File: src/rtl/bdclk_pkg.sv
package bdclk_pkg;
  localparam int B_LSCO_SEL = 25;
  localparam int B_LSCO_EN  = 24;
  localparam int B_DOM_RST  = 16;
  localparam int B_CLK_EN   = 15;
  localparam int B_SRC_LO   = 8;
  localparam int B_FAIL     = 6;
  localparam int B_MON_EN   = 5;

  typedef enum logic [1:0] {
    SRC_NONE    = 2'b00,
    SRC_LSE     = 2'b01,
    SRC_LSI     = 2'b10,
    SRC_HSE_DIV = 2'b11
  } src_e;

  typedef struct packed {
    logic lsco_sel;
    logic lsco_en;
    logic dom_rst;
    logic clk_en;
    src_e src;
    logic mon_en;
  } ctl_t;

  function automatic logic [31:0] pack_rd(ctl_t c, logic fail);
    logic [31:0] r;
    r = '0;
    r[B_LSCO_SEL]          = c.lsco_sel;
    r[B_LSCO_EN]           = c.lsco_en;
    r[B_DOM_RST]           = c.dom_rst;
    r[B_CLK_EN]            = c.clk_en;
    r[B_SRC_LO+1:B_SRC_LO] = c.src;
    r[B_FAIL]              = fail;
    r[B_MON_EN]            = c.mon_en;
    return r;
  endfunction
endpackage

File: src/rtl/bdclk_sync.sv
module bdclk_sync #(
  parameter int W      = 2,
  parameter int STAGES = 2
) (
  input  logic         clk_i,
  input  logic         rst_ni,
  input  logic [W-1:0] d_i,
  output logic [W-1:0] q_o
);
  logic [W-1:0] stg [STAGES];

  always_ff @(posedge clk_i or negedge rst_ni) begin
    if (!rst_ni) stg[0] <= '0;
    else         stg[0] <= d_i;
  end

  for (genvar s = 1; s < STAGES; s++) begin : g_stage
    always_ff @(posedge clk_i or negedge rst_ni) begin
      if (!rst_ni) stg[s] <= '0;
      else         stg[s] <= stg[s-1];
    end
  end

  assign q_o = stg[STAGES-1];
endmodule

File: src/rtl/bdclk_div.sv
module bdclk_div #(
  parameter int DIV_W = 5
) (
  input  logic clk_i,
  input  logic rst_ni,
  output logic div_o
);
  logic [DIV_W-1:0] cnt_q;

  always_ff @(posedge clk_i or negedge rst_ni) begin
    if (!rst_ni) cnt_q <= '0;
    else         cnt_q <= cnt_q + 1'b1;
  end

  // msb of a free-running counter: exact 50% duty
  assign div_o = cnt_q[DIV_W-1];
endmodule

File: src/rtl/bdclk_lse_mon.sv
module bdclk_lse_mon #(
  parameter int TIMEOUT = 64
) (
  input  logic clk_i,
  input  logic rst_ni,
  input  logic clr_i,
  input  logic en_i,
  input  logic lse_i,
  output logic fail_o
);
  localparam int CW = (TIMEOUT > 1) ? $clog2(TIMEOUT) : 1;
  localparam logic [CW-1:0] LIMIT = CW'(TIMEOUT - 1);

  logic [CW-1:0] cnt_q;
  logic          prev_q;
  logic          fail_q;
  logic          rise;

  assign rise = lse_i & ~prev_q;

  always_ff @(posedge clk_i or negedge rst_ni) begin
    if (!rst_ni) begin
      cnt_q  <= '0;
      prev_q <= 1'b0;
      fail_q <= 1'b0;
    end else begin
      prev_q <= lse_i;
      if (clr_i) begin
        cnt_q  <= '0;
        fail_q <= 1'b0;
      end else if (!en_i || fail_q || rise) begin
        cnt_q <= '0;
      end else if (cnt_q == LIMIT) begin
        fail_q <= 1'b1;
      end else begin
        cnt_q <= cnt_q + 1'b1;
      end
    end
  end

  assign fail_o = fail_q;
endmodule

File: src/rtl/bdclk_regs.sv
module bdclk_regs
  import bdclk_pkg::*;
(
  input  logic        clk_i,
  input  logic        rst_ni,
  input  logic        wr_i,
  input  logic [31:0] wdata_i,
  input  logic        fail_i,
  output ctl_t        ctl_o
);
  ctl_t q;

  always_ff @(posedge clk_i or negedge rst_ni) begin
    if (!rst_ni) begin
      q <= '0;
    end else if (wr_i) begin
      if (q.dom_rst) begin
        // domain held in reset: only the reset bit is writable
        q         <= '0;
        q.dom_rst <= wdata_i[B_DOM_RST];
      end else if (wdata_i[B_DOM_RST]) begin
        q         <= '0;
        q.dom_rst <= 1'b1;
      end else begin
        q.lsco_sel <= wdata_i[B_LSCO_SEL];
        q.lsco_en  <= wdata_i[B_LSCO_EN];
        q.clk_en   <= wdata_i[B_CLK_EN];
        if (q.src == SRC_NONE || fail_i)
          q.src <= src_e'(wdata_i[B_SRC_LO+1:B_SRC_LO]);
        if (wdata_i[B_MON_EN])
          q.mon_en <= 1'b1;
        else if (fail_i)
          q.mon_en <= 1'b0;
      end
    end
  end

  assign ctl_o = q;
endmodule

File: src/rtl/bdclk_ctrl.sv
module bdclk_ctrl
  import bdclk_pkg::*;
#(
  parameter int TIMEOUT     = 64,
  parameter int DIV_W       = 5,
  parameter int SYNC_STAGES = 2
) (
  input  logic        clk_i,
  input  logic        rst_ni,
  input  logic        wr_i,
  input  logic [31:0] wdata_i,
  output logic [31:0] rdata_o,
  input  logic        lsi_i,
  input  logic        lse_i,
  output logic        rtc_clk_o,
  output logic        lsco_o
);
  ctl_t ctl;
  logic fail;
  logic lsi_s, lse_s;
  logic div_clk;
  logic mon_clr;
  logic rtc_d, rtc_q, lsco_q;
  logic unused_wdata;

  assign unused_wdata = ^{wdata_i[31:26], wdata_i[23:17], wdata_i[14:10],
                          wdata_i[7:6], wdata_i[4:0]};

  bdclk_sync #(.W(2), .STAGES(SYNC_STAGES)) u_sync (
    .clk_i (clk_i),
    .rst_ni(rst_ni),
    .d_i   ({lse_i, lsi_i}),
    .q_o   ({lse_s, lsi_s})
  );

  bdclk_div #(.DIV_W(DIV_W)) u_div (
    .clk_i (clk_i),
    .rst_ni(rst_ni),
    .div_o (div_clk)
  );

  // clear the flag on the same edge that the reset bit is written
  assign mon_clr = ctl.dom_rst | (wr_i & wdata_i[B_DOM_RST]);

  bdclk_lse_mon #(.TIMEOUT(TIMEOUT)) u_mon (
    .clk_i (clk_i),
    .rst_ni(rst_ni),
    .clr_i (mon_clr),
    .en_i  (ctl.mon_en),
    .lse_i (lse_s),
    .fail_o(fail)
  );

  bdclk_regs u_regs (
    .clk_i  (clk_i),
    .rst_ni (rst_ni),
    .wr_i   (wr_i),
    .wdata_i(wdata_i),
    .fail_i (fail),
    .ctl_o  (ctl)
  );

  always_comb begin
    unique case (ctl.src)
      SRC_LSE:     rtc_d = lse_s & ~fail;
      SRC_LSI:     rtc_d = lsi_s;
      SRC_HSE_DIV: rtc_d = div_clk;
      default:     rtc_d = 1'b0;
    endcase
    if (!ctl.clk_en) rtc_d = 1'b0;
  end

  always_ff @(posedge clk_i or negedge rst_ni) begin
    if (!rst_ni) begin
      rtc_q  <= 1'b0;
      lsco_q <= 1'b0;
    end else begin
      rtc_q  <= rtc_d;
      lsco_q <= ctl.lsco_en & (ctl.lsco_sel ? lse_s : lsi_s);
    end
  end

  assign rtc_clk_o = rtc_q;
  assign lsco_o    = lsco_q;
  assign rdata_o   = pack_rd(ctl, fail);
endmodule

File: config.mk
export PLATFORM = sky130hd
export DESIGN_NAME = bdclk_ctrl
export DESIGN_NICKNAME = d
export VERILOG_FILES = /design/src/rtl/bdclk_pkg.sv /design/src/rtl/bdclk_sync.sv /design/src/rtl/bdclk_div.sv /design/src/rtl/bdclk_lse_mon.sv /design/src/rtl/bdclk_regs.sv /design/src/rtl/bdclk_ctrl.sv
export SDC_FILE = /design/constraint.sdc
export NUM_CORES = 1
export LEC_CHECK = 0
export BUFFER_PORTS_ARGS = -buffer_cell sky130_fd_sc_hd__buf_2
export CORE_AREA = 10 10 68 70
export CTS_CLUSTER_DIAMETER = 150
export DETAILED_ROUTE_END_ITERATION = 6
export DIE_AREA = 0 0 78 80
export PLACE_DENSITY = 0.79
export SLEW_MARGIN = 40
export SYNTH_ARGS = -nofsm -noshare
export SYNTH_HDL_FRONTEND = slang
export SYNTH_HIERARCHICAL = 1
export SYNTH_SLANG_ARGS = --single-unit
File: constraint.sdc
create_clock -name clk_i -period 1.6 [get_ports clk_i]
set_input_delay 0.24 -clock clk_i [delete_from_list [all_inputs] [get_ports clk_i]]
set_output_delay 0.24 -clock clk_i [all_outputs]
set_load 0.1 [all_outputs]
# ---- Word level (Yosys, flattened, before mapping)
# Index checks and enable logic that the tools add are counted.
# Widths: inputs -> output; s select.
dict set report word_totals {
  reg_bits 26
  input_bits 37
  output_inout_bits 34
  elab_cells 56
}
dict set report op_classes {
  addsub 2
  n_eq_ne 6
  muxes 16
  bitwise_logic 7
  reduce_logical 11
}
# op n
set ops {}
lappend ops {{$mux 6} 3}
lappend ops {{$mux 1} 8}
lappend ops {{$mux 7} 1}
lappend ops {{$add 6x1->6 const B} 1}
lappend ops {{$eq 6x6->1 const B} 1}
lappend ops {{$reduce_and 2->1} 3}
lappend ops {{$add 5x1->5 const B} 1}
lappend ops {{$and 1x1->1} 4}
lappend ops {{$eq 2x2->1 const B} 2}
lappend ops {{$mux 2} 2}
lappend ops {{$mux 4} 1}
lappend ops {{$reduce_bool 4->1} 1}
lappend ops {{$logic_or 1x1->1} 3}
lappend ops {{$ne 3x2->1 const B} 1}
lappend ops {{$pmux 1 s3} 1}
lappend ops {{$reduce_bool 3->1} 1}
lappend ops {{$eq 2x1->1 const B} 1}
lappend ops {{$logic_not 2->1} 1}
lappend ops {{$ne 2x2->1 const B} 1}
lappend ops {{$not 1->1} 2}
lappend ops {{$reduce_bool 2->1} 1}
lappend ops {{$logic_not 1->1} 1}
lappend ops {{$or 1x1->1} 1}

# ---- Longest topological paths before layout
dict set report logic_depth {
  word_depth 5
  depth_mapped 4
  mapped_depth_nobuf 4
}

# ---- Modules after synthesis
# Netlist, hierarchy kept.
# mod n_inst cells_each area_per_inst_um2 seq_area_each_um2
set modules_own_cells {}
lappend modules_own_cells {bdclk_lse_mon 1 36 389.1 200.2}
lappend modules_own_cells {bdclk_regs 1 27 311.5 175.2}
lappend modules_own_cells {bdclk_ctrl 1 36 301.5 50.0}
lappend modules_own_cells {bdclk_div 1 12 177.7 125.1}
lappend modules_own_cells {bdclk_sync 1 6 115.1 100.1}

# ---- Worst setup path after synthesis
# No wires, ideal clock.
dict set report synth_path {
  kind {flip-flop to flip-flop}
  startpoint {reg u_regs.q, in the netlist u_regs/ctl_o[4]}
  endpoint {reg u_mon.fail_q, in the netlist u_mon/fail_o}
  setup_time_ns 0.101
  arrival_time_ns 1.623
  required_ns 1.499
  slack_ns -0.124
  stages_incl_launch_ff 5
  path_buffers 0
  synth_period_minus_slack_ns 1.724
  path_cell_list {dfrtp_1 a21o_1 nor2_1 nand3_2 o32ai_1}
}
dict set report synth_between {
  elab_chain_len 3
  elab_cells_between_ends 5
  classes_between {eq/ne: 1; mux: 1; bitwise: 1; reduce/logical: 2}
}
# item line
set synth_rtl {}
lappend synth_rtl {{from (decl)} bdclk_regs.sv:11} ;# ctl_t q;
lappend synth_rtl {{$or 1x1->1 *} bdclk_ctrl.sv:43} ;# assign mon_clr = ctl.dom_rst | (wr_i & wdata_i[B_DOM_RST]);
lappend synth_rtl {{net mon_clr} bdclk_ctrl.sv:22} ;# logic mon_clr;
lappend synth_rtl {{$ne 2x2->1 (no source line) / $reduce_bool 2->1 (equally long branches)} --}
lappend synth_rtl {{$reduce_and 2->1 (no source line)} --}
lappend synth_rtl {{to (signal assigned)} bdclk_lse_mon.sv:25} ;# fail_q <= 1'b0;
lappend synth_rtl {{to (signal assigned)} bdclk_lse_mon.sv:30} ;# fail_q <= 1'b0;
lappend synth_rtl {{to (signal assigned)} bdclk_lse_mon.sv:34} ;# fail_q <= 1'b1;
lappend synth_rtl {{to (decl)} bdclk_lse_mon.sv:16} ;# logic fail_q;
# Mark *: on every way through the listed nets, which the timed path passes. The rest lies on a longest branch.
# A chain may end at the register's enable or synchronous reset.

# ---- Worst setup path in the final report
dict set report layout_path {
  startpoint {reg u_regs.q, in the netlist u_regs/ctl_o[2]}
  endpoint {out rdata_o[9]}
}
# item line
set layout_rtl {}
lappend layout_rtl {{to (decl)} bdclk_ctrl.sv:12} ;# output logic [31:0] rdata_o,
# No word-level cell between the ends.

==> reports/results.ini <==
[worst_setup_path]
cp_num_buf_inv = 1
cp_slowest_cell = buf_2
crit_path_end_kind = output pin
max_stage_delay_ps = 460
startpoint_type = register
crit_fanout = 6
critPathTopFamily = buffers and inverters
crit_chain = buf_2
cp.required_ps = 1360
crit_arrival_ps = 1240
critPathKind = register to output pin

[die]
io_pins = 71
die-area_mm2 = 0.00624
die_width_um = 78
initial_core_util_pct = 39.4
std_cell_rows = 21
core_area_mm2 = 0.00328
dieHeight_um = 80

[synthesis]
ys_seq_area_share_pct = 50.2
synth_edf_count = 0
post_synth.cell_area_avg_um2 = 11.1
ys_types = 37
synth_top_flop_cell = dfrtp_1
synth_cells = 117
synth_area_mm2 = 0.00129
yosysWarnings = 6
async_flop_share_pct = 100
ys_ff_latch = 26

[sta]
slew_violations = 0
final-setup-viol-count = 0
fin_ws_ps = 118
worst_pin_slew_ps = 544
fmax_mhz = 675
hold_violations = 0
rsz0062_at_grt = no
period_share_pct = 92.6
period_minus_slack_ps = 1480
setup_tns_ps = 0
maxSlewHeadroom_pct = 63.7
fin_worst_skew_ps = 9.52

[grt]
grt_pass1_wl_mm = 3.91
antenna_found_initial = 0
groute.usage.overall_pct = 7.45
grt_pass1_vias = 864
overflow = 0
grt_max_degree = 27

[cts]
clock-root-buffer = clkbuf_4
cts_tree = done
cts_buffers = 3
clk_pin_slew_ps = 140
htree_levels = 1
cts.sinks = 26
clock_path_buffers = 2
clk_latency_ps = 320
postCtsSetupRepairBufs = 0

[route]
drc = 0
wire_per_inst_um = 12.3
drtAntennaViolNets = 0
drt_first_pass_iters = 4
vias_per_cell = 4.35
drtIter0Drc = 39
vias = 805
route.final.wire_length_mm = 2.28

[power_and_ir_drop]
clkPwrFrac_pct = 21.2
switchingPower_mw = 0.653
swShare_pct = 42.6
power-per-cell-area_mw_per_mm2 = 1100
p_seq_share_pct = 46.1
combPwrFrac_pct = 32.7
intPower_mw = 0.879
power.leakage_nw = 0.690
ir_drop_mv = 0.632

[final_layout]
drive_gt1_share_pct = 24.5
fin_util_pct = 42.4
fill_cells = 328
layout_common_cells = dfrtp_1, conb_1, buf_2
antennaDiodeCount = 0
final_common_cell = dfrtp_1
nNetsFinal = 179
areaGrowthSynthToFinish_pct = 7.63

[job]
cap_violations = 0

[min_path]
hold_class = input pin to register

[status]
status = complete, no violations

[place]
numPortBuffers = 21
dpl.hpwl_mm = 1.84
place_ws_ps = 249
gp_congestion = 0.742

flip-flops by register name, indices dropped and copies added (netlist names):
signal,flops
lsco_o,1
rtc_clk_o,1
u_div/cnt_q,5
u_mon/cnt_q,6
u_mon/fail_o,1
u_mon/prev_q,1
u_regs/ctl_o,7
u_sync/q_o,2
u_sync/stg,2
worst paths after layout:
path	startpoint	end	slack (ps)	cells after the start
worst max-delay path	u_regs/ctl_o[2]$_DFFE_PN0P_	rdata_o[9]	120	1
worst min-delay path	lse_i	u_sync/stg[3]$_DFF_PN0_	20	1
worst max register to register	u_mon/cnt_q[0]$_DFFE_PN0P_	u_mon/cnt_q[4]$_DFFE_PN0P_	280	4
worst min register to register	u_sync/stg[2]$_DFF_PN0_	u_sync/q_o[0]$_DFF_PN0_	360	0
max in group asynchronous	rst_ni	u_regs/ctl_o[4]$_DFFE_PN0P_	790	2
min in group asynchronous	rst_ni	u_regs/ctl_o[1]$_DFFE_PN0P_	420	2
worst reg2reg max path, delay by kind of cell, from the launching register on:
kind          cells  cell delay, ps
simple gates      3             560
flops             1             410
fa+ha+maj         1             250
per-layer routing:
metal | GRT usage, % | share of wire [%] | up-vias
li1 | - | - | 400
met1 | 8.14 | 40 | 380
met2 | 12.7 | 50 | 23
met3 | 4.17 | 10 | 2
met4 | 1.08 | 0.35 | 0
met5 | 0 | 0 | -
power by group through the flow:
stage / Sequential, mW / Combinational (mW) / Clock [mW]
floorplan: 0.852 / 0.352 / 0
global placement: 0.717 / 0.495 / 0
detailed placement: 0.719 / 0.497 / 0
CTS: 0.706 / 0.499 / 0.339
global route: 0.713 / 0.519 / 0.361
finish: 0.706 / 0.501 / 0.325
final cells by class:
cell class | count | area (um2) | share of cell area (%)
well taps | 46 | 57.6 | 4.13
clock buffers | 4 | 36.3 | 2.60
multi-input cells | 82 | 505 | 36.3
inverters | 4 | 15.0 | 1.08
repair buffers | 23 | 128 | 9.16
flip-flops and latches | 26 | 652 | 46.8
synthesized netlist by cell type (2+ instances only):
library cell	count	area (um2)
nand2_1	6	22.5
nand2b_1	2	12.5
o21ai_0	2	10.0
inv_1	4	15.0
ha_1	2	25.0
a21oi_1	2	10.0
buf_4	28	210
nor3_1	4	20.0
nand3_1	2	10.0
nor2b_1	2	12.5
xnor2_1	2	17.5
o2bb2ai_1	4	35.0
nor2_1	6	22.5
a31oi_1	3	18.8
dfrtp_1	26	651
repair_timing:
item	in CTS	in global routing
hold buffers	1	1
endpoints found under the setup margin	0	1
endpoints found under the hold margin	26	1
resized for setup	0	1
cell families after synthesis:
kind of cell / after synthesis / share of synthesized area (%)
buf+inv: 32 / 17.4
simple gates: 31 / 14.3
flops: 26 / 50.2
compound gates: 20 / 12.2
xor+xnor: 3 / 2.03
fa+ha+maj: 2 / 1.93
mux: 2 / 1.64
other cells: 1 / 0.290
stage by stage:
step,hold WS (ps),cells,power (mW),cell area [um2]
2_1_floorplan,-55.6,140,1.20,1380
3_3_place_gp,261,179,1.21,1340
3_5_place_dp,262,179,1.22,1340
4_1_cts,8.01,184,1.54,1380
5_1_grt,3.20,185,1.59,1390
6_report,20.9,185,1.53,1390
Note: power is estimated with default switching activity, not from simulation.
